$ cat src/rtl/pred_pkg.sv
package pred_pkg;

    localparam int COND_W    = 4;
    localparam int NUM_EXT   = 4;
    localparam int EXT_IDX_W = $clog2(NUM_EXT);

    typedef enum logic [2:0] {
        SRC_ALWAYS = 3'd0,
        SRC_CARRY  = 3'd1,
        SRC_SIGN   = 3'd2,
        SRC_ZERO   = 3'd3,
        SRC_EXT    = 3'd4
    } cond_src_e;

    typedef struct packed {
        cond_src_e              src;
        logic [EXT_IDX_W-1:0]   ext_idx;
        logic                   polarity;
    } cond_dec_t;

endpackage

$ cat src/rtl/pred_sync.sv
module pred_sync #(
    parameter int WIDTH  = 4,
    parameter int STAGES = 2
) (
    input  logic             clk,
    input  logic             rst_n,
    input  logic [WIDTH-1:0] async_i,
    output logic [WIDTH-1:0] sync_o
);

    logic [STAGES-1:0][WIDTH-1:0] stage_q;

    always_ff @(posedge clk or negedge rst_n) begin
        if (!rst_n) begin
            stage_q <= '0;
        end else begin
            stage_q[0] <= async_i;
            for (int i = 1; i < STAGES; i++) begin
                stage_q[i] <= stage_q[i-1];
            end
        end
    end

    assign sync_o = stage_q[STAGES-1];

    // cycles since reset, saturating, for latency assertion
    logic [1:0] since_rst_q;
    always_ff @(posedge clk or negedge rst_n) begin
        if (!rst_n)                since_rst_q <= 2'd0;
        else if (since_rst_q != 2'd3) since_rst_q <= since_rst_q + 2'd1;
    end

    always @(posedge clk) begin
        if (!rst_n) begin
            AST_SYNC_RESET_ZERO: assert (sync_o == '0);
        end
    end

    generate
        if (STAGES == 2) begin : g_lat2
            AST_SYNC_LATENCY: assert property (@(posedge clk) disable iff (!rst_n)
                (since_rst_q >= 2'd2) |-> (sync_o == $past(async_i, 2)));
        end
    endgenerate

endmodule

$ cat src/rtl/pred_decode.sv
module pred_decode
    import pred_pkg::*;
(
    input  logic [COND_W-1:0] cond_field_i,
    input  logic              imm4_mode_i,
    output cond_dec_t         dec_o
);

    logic ext_sel;

    // LSB of the field only reaches the external inputs in register form
    assign ext_sel = cond_field_i[0] & ~imm4_mode_i;

    always_comb begin
        dec_o.polarity = cond_field_i[COND_W-1];
        dec_o.ext_idx  = cond_field_i[2:1];
        if (ext_sel) begin
            dec_o.src = SRC_EXT;
        end else begin
            unique case (cond_field_i[2:1])
                2'b00:   dec_o.src = SRC_ALWAYS;
                2'b01:   dec_o.src = SRC_CARRY;
                2'b10:   dec_o.src = SRC_SIGN;
                2'b11:   dec_o.src = SRC_ZERO;
                default: dec_o.src = SRC_ALWAYS;
            endcase
        end
    end

    always_comb begin
        if (imm4_mode_i) begin
            AST_DEC_NO_EXT_IN_IMM4: assert (dec_o.src != SRC_EXT);
        end
    end

endmodule

$ cat src/rtl/pred_eval.sv
module pred_eval
    import pred_pkg::*;
(
    input  cond_dec_t           dec_i,
    input  logic                carry_i,
    input  logic                sign_i,
    input  logic                zero_i,
    input  logic [NUM_EXT-1:0]  ext_sync_i,
    output logic                cond_met_o
);

    logic raw;

    always_comb begin
        unique case (dec_i.src)
            SRC_ALWAYS: raw = 1'b1;
            SRC_CARRY:  raw = carry_i;
            SRC_SIGN:   raw = sign_i;
            SRC_ZERO:   raw = zero_i;
            SRC_EXT:    raw = ext_sync_i[dec_i.ext_idx];
            default:    raw = 1'b0;
        endcase
    end

    assign cond_met_o = dec_i.polarity ? raw : ~raw;

endmodule

$ cat src/rtl/pred_unit.sv
module pred_unit
    import pred_pkg::*;
#(
    parameter int SYNC_STAGES = 2
) (
    input  logic               clk,
    input  logic               rst_n,
    input  logic [COND_W-1:0]  cond_field_i,
    input  logic               imm4_mode_i,
    input  logic               imm8_form_i,
    input  logic               predicable_i,
    input  logic               carry_i,
    input  logic               sign_i,
    input  logic               zero_i,
    input  logic [NUM_EXT-1:0] ext_async_i,
    output logic               commit_o
);

    logic [NUM_EXT-1:0] ext_sync;
    cond_dec_t          dec;
    logic               cond_met;
    logic               unconditional;

    pred_sync #(
        .WIDTH  (NUM_EXT),
        .STAGES (SYNC_STAGES)
    ) i_sync (
        .clk     (clk),
        .rst_n   (rst_n),
        .async_i (ext_async_i),
        .sync_o  (ext_sync)
    );

    pred_decode i_decode (
        .cond_field_i (cond_field_i),
        .imm4_mode_i  (imm4_mode_i),
        .dec_o        (dec)
    );

    pred_eval i_eval (
        .dec_i      (dec),
        .carry_i    (carry_i),
        .sign_i     (sign_i),
        .zero_i     (zero_i),
        .ext_sync_i (ext_sync),
        .cond_met_o (cond_met)
    );

    assign unconditional = ~predicable_i | imm8_form_i;
    assign commit_o      = unconditional | cond_met;

    AST_NONPRED_COMMITS: assert property (@(posedge clk) disable iff (!rst_n)
        !predicable_i |-> commit_o);
    AST_IMM8_COMMITS: assert property (@(posedge clk) disable iff (!rst_n)
        imm8_form_i |-> commit_o);
    AST_NEVER_BLOCKS: assert property (@(posedge clk) disable iff (!rst_n)
        (predicable_i && !imm8_form_i && cond_field_i == 4'b0000) |-> !commit_o);
    AST_ALWAYS_COMMITS: assert property (@(posedge clk) disable iff (!rst_n)
        (cond_field_i == 4'b1000) |-> commit_o);
    AST_IMM4_MASKS_LSB: assert property (@(posedge clk) disable iff (!rst_n)
        (imm4_mode_i && cond_field_i == 4'b1001) |-> commit_o);

endmodule

$ cat config.mk
export PLATFORM = sky130hd
export DESIGN_NAME = pred_unit
export DESIGN_NICKNAME = d
export VERILOG_FILES = /design/src/rtl/pred_pkg.sv /design/src/rtl/pred_sync.sv /design/src/rtl/pred_decode.sv /design/src/rtl/pred_eval.sv /design/src/rtl/pred_unit.sv
export SDC_FILE = /design/constraint.sdc
export NUM_CORES = 1
export LEC_CHECK = 0
export ABC_AREA = 1
export BUFFER_PORTS_ARGS = -buffer_cell sky130_fd_sc_hd__buf_2
export CAP_MARGIN = 10
export CORE_AREA = 2 2 39 41
export CTS_BUF_LIST = sky130_fd_sc_hd__clkbuf_8
export DETAILED_ROUTE_END_ITERATION = 8
export DIE_AREA = 0 0 41 43
export HOLD_SLACK_MARGIN = 0.15
export SETUP_SLACK_MARGIN = 0.3
export SYNTH_ARGS = -nofsm -noshare
export SYNTH_HDL_FRONTEND = slang
export SYNTH_HIERARCHICAL = 1
export SYNTH_SLANG_ARGS = --single-unit
$ cat constraint.sdc
create_clock -name clk -period 2.22 [get_ports clk]
set_clock_uncertainty 0.2 [all_clocks]
set_input_delay 0.222 -clock clk [delete_from_list [all_inputs] [get_ports clk]]
set_output_delay 0.222 -clock clk [all_outputs]
set_load 0.02 [all_outputs]
==> results of run 1 <==
## cell type report
class | count | area (um2) | area share
inverters | 10 | 37.5 | 0.0704
clock buffers | 3 | 41.3 | 0.0775
well taps | 16 | 20.0 | 0.0376
multi-input cells | 22 | 93.8 | 0.176
repair buffers | 22 | 140 | 0.263
flip-flops and latches | 8 | 200 | 0.376
## cell usage in the layout (no fill, tap or decap)
cell / instances
dlygate4sd3_1: 6
nor2_1: 3
buf_2: 16
nand3_1: 5
inv_1: 10
dfrtp_1: 8
nor3_1: 1
clkbuf_8: 3
nand2_1: 10
a21oi_1: 3
## flip-flops by register name, summed over array words and instances, names as in the netlist
name            flops
i_sync/stage_q      4
i_sync/sync_o       4
## path summary, 6_finish.rpt
kind                                        startpoint                    endpoint  depth (start not counted)
setup / recovery                       cond_field_i[1]                    commit_o                         12
hold / removal             i_sync/stage_q[0]$_DFF_PN0_  i_sync/sync_o[0]$_DFF_PN0_                          0
setup reg to reg           i_sync/stage_q[3]$_DFF_PN0_  i_sync/sync_o[3]$_DFF_PN0_                          1
hold reg to reg            i_sync/stage_q[0]$_DFF_PN0_  i_sync/sync_o[0]$_DFF_PN0_                          0
max in group asynchronous                        rst_n  i_sync/sync_o[1]$_DFF_PN0_                          2
min in group asynchronous                        rst_n  i_sync/sync_o[2]$_DFF_PN0_                          2
## logic make-up (layout without fill, tap and decap cells)
kind of cell,count (synthesis),in the layout,synth area share
DFF,8,8,0.511
buffers and inverters,18,35,0.249
AOI/OAI and AO/OA,3,3,0.0383
and+or+nand+nor,19,19,0.201
## worst max-delay path: stages
cell,delay (ns)
buf_2,0.11
inv_1,0.04
a21oi_1,0.20
inv_1,0.09
nor3_1,0.15
nor2_1,0.09
nand2_1,0.07
nand2_1,0.04
nand2_1,0.05
inv_1,0.04
nand3_1,0.06
buf_2,0.16
## stage by stage
| step | utilization | worst slack [ns] | hold slack (ns) | total power, mW | cell area [um2] |
|---|---|---|---|---|---|
| finish | 0.385 | 0.486 | 0.146 | 0.369 | 533 |
| CTS | 0.385 | 0.494 | 0.150 | 0.376 | 533 |
| global placement | 0.312 | 0.535 | -0.138 | 0.196 | 432 |
| global route | 0.385 | 0.395 | 0.158 | 0.385 | 533 |
| detailed placement | 0.312 | 0.499 | -0.131 | 0.198 | 432 |
| floorplan | - | 0.746 | -0.274 | 0.187 | 392 |
## metal layers
metal,up-vias,global-route usage,part of all wire
met1,146,0.0470,0.38
li1,169,-,-
met2,19,0.119,0.52
met3,0,0.0157,0.10
met5,-,0,0
met4,0,0.0800,0
## power groups by stage
stage	clock (mW)	combinational (mW)	sequential [mW]
2_1_floorplan	0	0.0302	0.157
3_3_place_gp	0	0.0383	0.157
3_5_place_dp	0	0.0401	0.158
4_1_cts	0.172	0.0482	0.156
5_1_grt	0.175	0.0536	0.156
6_report	0.166	0.0480	0.156
==> run metrics, run 1 <==
crit-path max FO=4; clock buffer depth=2; CTS tree=done; vias in the first global route=259; Mapped Nets=64; hold-fix buffers at CTS=6; CTS buffer count=3; Final nets=83; HPWL Detailed=between 400 and 500 um; TNS Setup=0 ns; Clk pwr share=0.449; clk slew on worst S/H paths=0.04 ns; status=complete, no violations; Total Wirelength=609 um; Post-DRT Antenna Nets=0; max cap viols=0; fin crit share=0.781; Post-synth EDFFs=0; Layout area overhead=36.1%; share of the synthesized area in the top cell type=0.511; Max Transition Viols Final=0; number of port buffers=16; Initial Util=0.283; Syn Area/Cell=8.16 um2; layout cells sized above 1=0.292; Gate power share=0.130; Die Width=41 um; I/O pin count=17; Setup Crit Path Kind=input port to output pin; largest cells by area after synthesis=dfrtp_1 51%, buf_4 15%, inv_1 9.6%; Vias per Instance=4.12; critical path capture point type=output pin; antenna fix cells=0; Yosys top cell by area=dfrtp_1; Finish-stage setup viols=0; Rows=14; layout filler cell count=145; Initial DRT Pass Iterations=4; Remaining DRCs=0; final std cells w/o fill=81; worst-margin pin slew=0.233 ns; placed insts=between 70 and 80; Post-CTS Setup Inserts=0; post-CTS sizing=0; RSZ-0062 raised after global routing=false; CTS Sinks=8; Worst slew margin=0.845; Core Region=1380 um2; fmax=between 500 and 600 MHz; synthesized flop and latch total=8; Yosys cell types=8; post-synthesis cell count=48; Leakage Power=between 0.2 and 0.3 nW; Synth Flop Type=dfrtp_1; Yosys warning count=6; total track usage=0.0682; initial DRC count=5; Seq/Total Area, Yosys=0.511; min Tclk post-route=1.73 ns; flop2flop setup slack=between 1 and 1.5 ns; largest net degree at the start of global routing=9; WL/cell=7.52 um; Critical Path Start Type=input port; GP Congestion=0.565; PD cells=693 nW/um2; maximum VDD drop=0.310 mV; Hold/Removal Path Class=flop to flop; final hold violations=0; total vias in the final route=between 300 and 400; antenna violations before repair=0; CP required=roughly 1.8 ns; global route overflow=0; Mapped Area=392 um2; Die ar.=1760 um2; crit path DAT=1.31 ns; Psw=73.5 uW; global-route wire length before repair=759 um; ys async rst share=1.00; Die H=43 um; switch share=0.199; internal power=296 uW; H-tree lvl count=1; later-pin clock latency in the skew report=between 0.2 and 0.25 ns; CTS root buf=clkbuf_8; register share of total power=0.421; top cells by count, synth=10 x inv_1, 10 x nand2_1, 8 x buf_4, 8 x dfrtp_1, 5 x nand3_1
Note: power is estimated with default switching activity, not from simulation.
==> run 2, diff against run 1 <==
==> constraint.sdc (replaced) <==
create_clock -name clk -period 1.64 [get_ports clk]
set_clock_uncertainty 0.2 [all_clocks]
set_input_delay 0.164 -clock clk [delete_from_list [all_inputs] [get_ports clk]]
set_output_delay 0.164 -clock clk [all_outputs]
set_load 0.02 [all_outputs]
==> run 2 against run 1 <==
  * Register-to-register slack worse by 0.58 ns
  * Wire length up 2.5%
  * Final area up 6.6%
  * Sequential power up 35%
  * Non-clock buffer count up 2
  * Total power up 37%
  * Clock power up 35%
  * Global-route usage up 1.5 points
  * Critical path type is now flop to output pin
  * Critical endpoint unchanged
  * Largest power group unchanged
  * Highest routed layer unchanged
==> run metrics, run 2 (same netlist as run 1, synthesis figures left out) <==
status=complete, no violations (unchanged); initial DRC count=2 (was 5); total track usage=0.0836 (was 0.0682); PD cells=892 nW/um2 (was 693 nW/um2); most frequent cells in the layout=15 x buf_2, 10 x inv_1, 10 x nand2_1, 8 x dlygate4sd3_1, 8 x dfrtp_1 (was 16 x buf_2, 10 x inv_1, 10 x nand2_1, 8 x dfrtp_1, 6 x dlygate4sd3_1); H-tree lvl count=1 (unchanged); total vias in the final route=327 (was 334); Die ar.=1760 um2 (unchanged); Die H=43 um (unchanged); worst-margin pin slew=0.240 ns (was 0.233 ns); Rows=14 (unchanged); Reg2Reg Depth=1 (unchanged); placed insts=72 (unchanged); HPWL Detailed=424 um (was 452 um); number of port buffers=16 (unchanged); post-route cell area=568 um2 (was 533 um2); final std cells w/o fill=83 (was 81); crit path DAT=1.20 ns (was 1.31 ns); Core Region=1380 um2 (unchanged); later-pin clock latency in the skew report=0.22 ns (about the same); RSZ-0062 raised after global routing=true (was false); Post-DRT Antenna Nets=0 (unchanged); Initial Util=0.283 (unchanged); antenna violations before repair=0 (unchanged); critical path capture point type=output pin (unchanged); hold depth=0 (unchanged); commonest non-fill, non-tap cell in the layout=buf_2 (unchanged); Area after DPL=437 um2 (was 432 um2); fin crit share=0.952; switch share=0.199 (about the same); CP required=1.28 ns (was 1.80 ns); register share of total power=0.416 (was 0.421); fmax=640 MHz; Leakage Power=0.312 nW (was 0.299 nW); Layout area overhead=45.0% (was 36.1%); layout cells sized above 1=0.313 (was 0.292); largest net degree at the start of global routing=9 (unchanged); internal power=406 uW (was 296 uW); CTS Sinks=8 (unchanged); max cap viols=0 (unchanged); Max Transition Viols Final=0 (unchanged); TNS Setup=0 ns (unchanged); global route overflow=0 (unchanged); Total Wirelength=624 um (was 609 um); Gate power share=0.143 (was 0.130); CTS root buf=clkbuf_8 (unchanged); overall power=507 uW (was 369 uW); clk slew on worst S/H paths=0.04 ns (about the same); antenna fix cells=0 (unchanged); Die Width=41 um (unchanged); Worst slew margin=0.840 (was 0.845); Hold/Removal Path Class=flop to flop (unchanged); vias in the first global route=313 (was 259); Setup Crit Path Kind=flop to output pin (was input port to output pin); clock buffer depth=2 (unchanged); crit-path max FO=2 (was 4); Initial DRT Pass Iterations=3 (was 4); maximum VDD drop=0.474 mV (was 0.310 mV); CTS buffer count=3 (unchanged); I/O pin count=17 (unchanged); Vias per Instance=3.94 (was 4.12); Clk pwr share=0.441 (was 0.449); global-route wire length before repair=959 um (was 759 um); min Tclk post-route=1.56 ns; Final nets=85 (was 83); CTS tree=done (unchanged); GP Congestion=0.558 (was 0.565); final hold violations=0 (unchanged); Critical Path Start Type=flop (was input port); WL/cell=7.52 um (about the same); Finish-stage setup viols=0 (unchanged); hold_ws=0.148 ns (was 0.146 ns); Remaining DRCs=0 (unchanged); Psw=101 uW (was 73.5 uW)
[run 2: changes by cell type in the layout (fill, tap and decap cells not counted)]
cell and change:
a21oi_1 -1, a21oi_2 +1, buf_2 -1, buf_6 +1, dlygate4sd3_1 +2, nand3_1 -1
nand3_2 +1
[run 2: layout make-up]
cell class | count | area [um2]
Fill cell | 137 | 816
Sequential cell | 8 | 200
Timing Repair Buffer | 24 | 166
Multi-Input combinational cell | 22 | 103
Clock buffer | 3 | 41.3
Inverter | 10 | 37.5
Tap cell | 16 | 20.0
[run 2: what timing repair did]
item	in CTS	in global routing
hold buffers	8	0
hold endpoints to repair	14	0
setup buffers	0	0
gates resized for setup	3	0
endpoints found under the setup margin	1	1
pin swaps	0	1
[run 2: worst max-delay path, cell delays in order (launching register included)]
cell and delay [ns]:
dfrtp_1 0.35, nand2_1 0.05, nand3_1 0.07, nand3_1 0.08, nand2_1 0.07, nand3_1 0.07, nand2_1 0.05, inv_1 0.05
nand3_2 0.06, buf_6 0.13
[run 2: worst paths after layout]
path | startpoint | endpoint | slack (ns)
worst max register to register | i_sync/stage_q[3]$_DFF_PN0_ | i_sync/sync_o[3]$_DFF_PN0_ | 0.43
worst min-delay path | i_sync/stage_q[1]$_DFF_PN0_ | i_sync/sync_o[1]$_DFF_PN0_ | 0.15
max in group asynchronous | rst_n | i_sync/sync_o[1]$_DFF_PN0_ | 0.42
min in group asynchronous | rst_n | i_sync/stage_q[0]$_DFF_PN0_ | 0.66
worst min register to register | i_sync/stage_q[1]$_DFF_PN0_ | i_sync/sync_o[1]$_DFF_PN0_ | 0.15
worst max-delay path | i_sync/sync_o[3]$_DFF_PN0_ | commit_o | 0.08
[run 2: power groups by stage]
stage / logic (mW) / clock network, mW / registers [mW]
2_1_floorplan: 0.0420 / 0 / 0.213
3_3_place_gp: 0.0534 / 0 / 0.213
3_5_place_dp: 0.0549 / 0 / 0.213
4_1_cts: 0.0728 / 0.233 / 0.211
5_1_grt: 0.0819 / 0.237 / 0.212
6_report: 0.0724 / 0.224 / 0.211
[run 2: per-layer routing]
metal,vias to the layer above,global-route usage,part of all wire
met4,0,0.0800,0
met2,16,0.153,0.52
met5,-,0,0
li1,173,-,-
met3,0,0.0157,0.11
met1,138,0.0608,0.37
[run 2: stage by stage]
stage	worst slack [ns]	util
final	0.0779	0.410
after global routing	-0.0409	0.410
after CTS	0.0593	0.410
after detailed placement	0.0452	0.316
after global placement	0.0681	0.316
after floorplan	0.303	-
==> run 3, diff against run 2 <==
--- a/config.mk
+++ b/config.mk
@@ -13,8 +13,8 @@
 export DETAILED_ROUTE_END_ITERATION = 8
 export DIE_AREA = 0 0 41 43
 export HOLD_SLACK_MARGIN = 0.15
+export RECOVER_POWER = 50
 export SETUP_SLACK_MARGIN = 0.3
 export SYNTH_ARGS = -nofsm -noshare
 export SYNTH_HDL_FRONTEND = slang
-export SYNTH_HIERARCHICAL = 1
 export SYNTH_SLANG_ARGS = --single-unit
==> run 3 against run 2 <==
  * Worst hold slack lost 0.0011 ns
  * Clock power shrank 2%
  * Final cell count shrank 11%
  * Maximum frequency grew 6.7%
  * Final area shrank 4.8%
  * Synthesized cell count shrank 33%
  * Non-clock buffer count shrank 1
  * Via count shrank 11%
  * Wire length shrank 6.6%
  * Global-route usage shrank 1.1 points
  * Critical path type unchanged
==> run metrics, run 3 <==
Synth Flop Type=dfrtp_1 (unchanged); number of port buffers=16 (unchanged); commonest non-fill, non-tap cell in the layout=buf_2 (unchanged); largest cells by area after synthesis=dfrtp_1 63%, nand3_2 9.4%, nand2_1 9.4% (was dfrtp_1 51%, buf_4 15%, inv_1 9.6%); Psw=93.0 uW (was 101 uW); Critical Path Start Type=flop (unchanged); largest net degree at the start of global routing=9 (unchanged); Yosys top cell by area=dfrtp_1 (unchanged); Setup Crit Path Kind=flop to output pin (unchanged); crit-path max FO=2 (unchanged); fmax=683 MHz (was 640 MHz); GP Congestion=0.583 (was 0.558); hold depth=0 (unchanged); antenna violations before repair=0 (unchanged); CTS buffer count=3 (unchanged); placed insts=64 (was 72); ys async rst share=1.00 (unchanged); Syn Area/Cell=9.93 um2 (was 8.16 um2); Yosys cell types=8 (unchanged); Total Wirelength=583 um (was 624 um); antenna fix cells=0 (unchanged); share of the synthesized area in the top cell type=0.630 (was 0.511); internal power=402 uW (was 406 uW); critical path capture point type=output pin (unchanged); clock buffer depth=2 (unchanged); worst-margin pin slew=0.182 ns (was 0.240 ns); Final nets=76 (was 85); vias in the first global route=259 (was 313); fin crit share=0.893 (was 0.952); Post-DRT Antenna Nets=0 (unchanged); later-pin clock latency in the skew report=0.22 ns (about the same); Clk pwr share=0.444 (was 0.441); WL/cell=7.88 um (was 7.52 um); Mapped Nets=48 (was 64); Mapped Area=318 um2 (was 392 um2); I/O pin count=17 (unchanged); final std cells w/o fill=74 (was 83); grt met1 use=0.0436 (was 0.0608); Yosys warning count=0 (was 6); Initial Util=0.230 (was 0.283); clk slew on worst S/H paths=0.04 ns (about the same); Max Transition Viols Final=0 (unchanged); Hold/Removal Path Class=flop to flop (unchanged); RSZ-0062 raised after global routing=true (unchanged); layout cells sized above 1=0.414 (was 0.313); TNS Setup=0 ns (unchanged); Final WS setup=0.176 ns (was 0.0779 ns); global-route wire length before repair=807 um (was 959 um); top cells by count, synth=8 x dfrtp_1, 8 x nand2_1, 5 x inv_1, 4 x nand3_1, 3 x nand3_2 (was 10 x inv_1, 10 x nand2_1, 8 x buf_4, 8 x dfrtp_1, 5 x nand3_1); CTS Sinks=8 (unchanged); H-tree lvl count=1 (unchanged); max cap viols=0 (unchanged); Initial DRT Pass Iterations=2 (was 3); most frequent cells in the layout=15 x buf_2, 8 x nand2_1, 8 x dfrtp_1, 7 x dlygate4sd3_1, 5 x inv_1 (was 15 x buf_2, 10 x inv_1, 10 x nand2_1, 8 x dlygate4sd3_1, 8 x dfrtp_1); Finish-stage setup viols=0 (unchanged); Gate power share=0.130 (was 0.143); final hold violations=0 (unchanged); Layout area overhead=70.1% (was 45.0%); Worst slew margin=0.878 (was 0.840); Vias per Instance=3.93 (was 3.94); GR peak layer=met2 (unchanged); Seq/Total Area, Yosys=0.630 (was 0.511); total vias in the final route=291 (was 327); Core Region=1380 um2 (unchanged); M3 GR Usage=0.0314 (was 0.0157); CP required=1.28 ns (about the same); Reg2Reg Depth=1 (unchanged); post-synthesis cell count=32 (was 48); total track usage=0.0722 (was 0.0836); Area after DPL=418 um2 (was 437 um2); CTS tree=done (unchanged); overall power=495 uW (was 507 uW); PD cells=916 nW/um2 (was 892 nW/um2); Die Width=41 um (unchanged); dpl ws=0.379 ns (was 0.0452 ns); met2 Track Usage GR=0.134 (was 0.153); crit path DAT=1.10 ns (was 1.20 ns); initial DRC count=1 (was 2); Post-CTS Setup Inserts=0 (unchanged); switch share=0.188 (was 0.199); CTS root buf=clkbuf_8 (unchanged); Die ar.=1760 um2 (unchanged); Leakage Power=0.283 nW (was 0.312 nW); global route overflow=0 (unchanged); Rows=14 (unchanged); synthesized flop and latch total=8 (unchanged); Post-synth EDFFs=0 (unchanged); status=complete, no violations (unchanged); HPWL Detailed=446 um (was 424 um); maximum VDD drop=0.536 mV (was 0.474 mV); Remaining DRCs=0 (unchanged); register share of total power=0.426 (was 0.416); post-route cell area=541 um2 (was 568 um2); Die H=43 um (unchanged); min Tclk post-route=1.46 ns (was 1.56 ns)
run 3: final cells by class:
type                            instances  area (um2)
Clock buffer                            3        41.3
Inverter                                6        22.5
Tap cell                               16        20.0
Timing Repair Buffer                   23         156
Fill cell                             141         843
Sequential cell                         8         200
Multi-Input combinational cell         18         100
run 3: worst paths after layout:
| path | from | to | slack [ns] |
|---|---|---|---|
| max in group asynchronous | rst_n | i_sync.sync_o[0]$_DFF_PN0_ | 0.41 |
| min in group asynchronous | rst_n | i_sync.sync_o[3]$_DFF_PN0_ | 0.67 |
| setup reg to reg | i_sync.stage_q[2]$_DFF_PN0_ | i_sync.sync_o[2]$_DFF_PN0_ | 0.43 |
| hold / removal | i_sync.stage_q[1]$_DFF_PN0_ | i_sync.sync_o[1]$_DFF_PN0_ | 0.15 |
| hold reg to reg | i_sync.stage_q[1]$_DFF_PN0_ | i_sync.sync_o[1]$_DFF_PN0_ | 0.15 |
| setup / recovery | i_sync.sync_o[2]$_DFF_PN0_ | commit_o | 0.18 |
run 3: kinds of logic (layout without fill, tap and decap cells):
kind of cell	after synthesis	count (layout)	share of synthesized area
flip-flops	8	8	0.630
AND/OR/NAND/NOR	18	18	0.299
buffers and inverters	6	32	0.0709
run 3: what timing repair did:
| item | in CTS | in global routing |
|---|---|---|
| resized for setup | 2 | 1 |
| setup endpoints to repair | 1 | 1 |
| endpoints found under the hold margin | 13 | 0 |
| cloned | 0 | 0 |
| hold buffers | 7 | 0 |
| pin swaps | 3 | 2 |
run 3: routing by layer:
metal / vias up / part of all wire
met5: - / 0
li1: 150 / -
met3: 0 / 0.093
met4: 0 / 0
met1: 126 / 0.37
met2: 15 / 0.53
run 3: per-stage QoR:
stage	util	hold slack (ns)
floorplan	-	-0.332
global placement	0.302	-0.194
detailed placement	0.302	-0.190
CTS	0.387	0.152
global route	0.391	0.154
finish	0.391	0.147
run 3: power by group through the flow:
stage | combinational, mW | sequential (mW) | clock (mW)
6_report | 0.0644 | 0.211 | 0.220
2_1_floorplan | 0.0226 | 0.213 | 0
3_3_place_gp | 0.0477 | 0.213 | 0
4_1_cts | 0.0636 | 0.211 | 0.229
5_1_grt | 0.0713 | 0.212 | 0.240
3_5_place_dp | 0.0490 | 0.214 | 0
run 3: worst max-delay path, stage by stage (launching register included):
cell and delay, ns:
dfrtp_1 0.35, nand2_1 0.07, nand3_2 0.08, nand3_2 0.08
nand2_1 0.05, nand2_1 0.06, nand3_2 0.06, buf_6 0.13
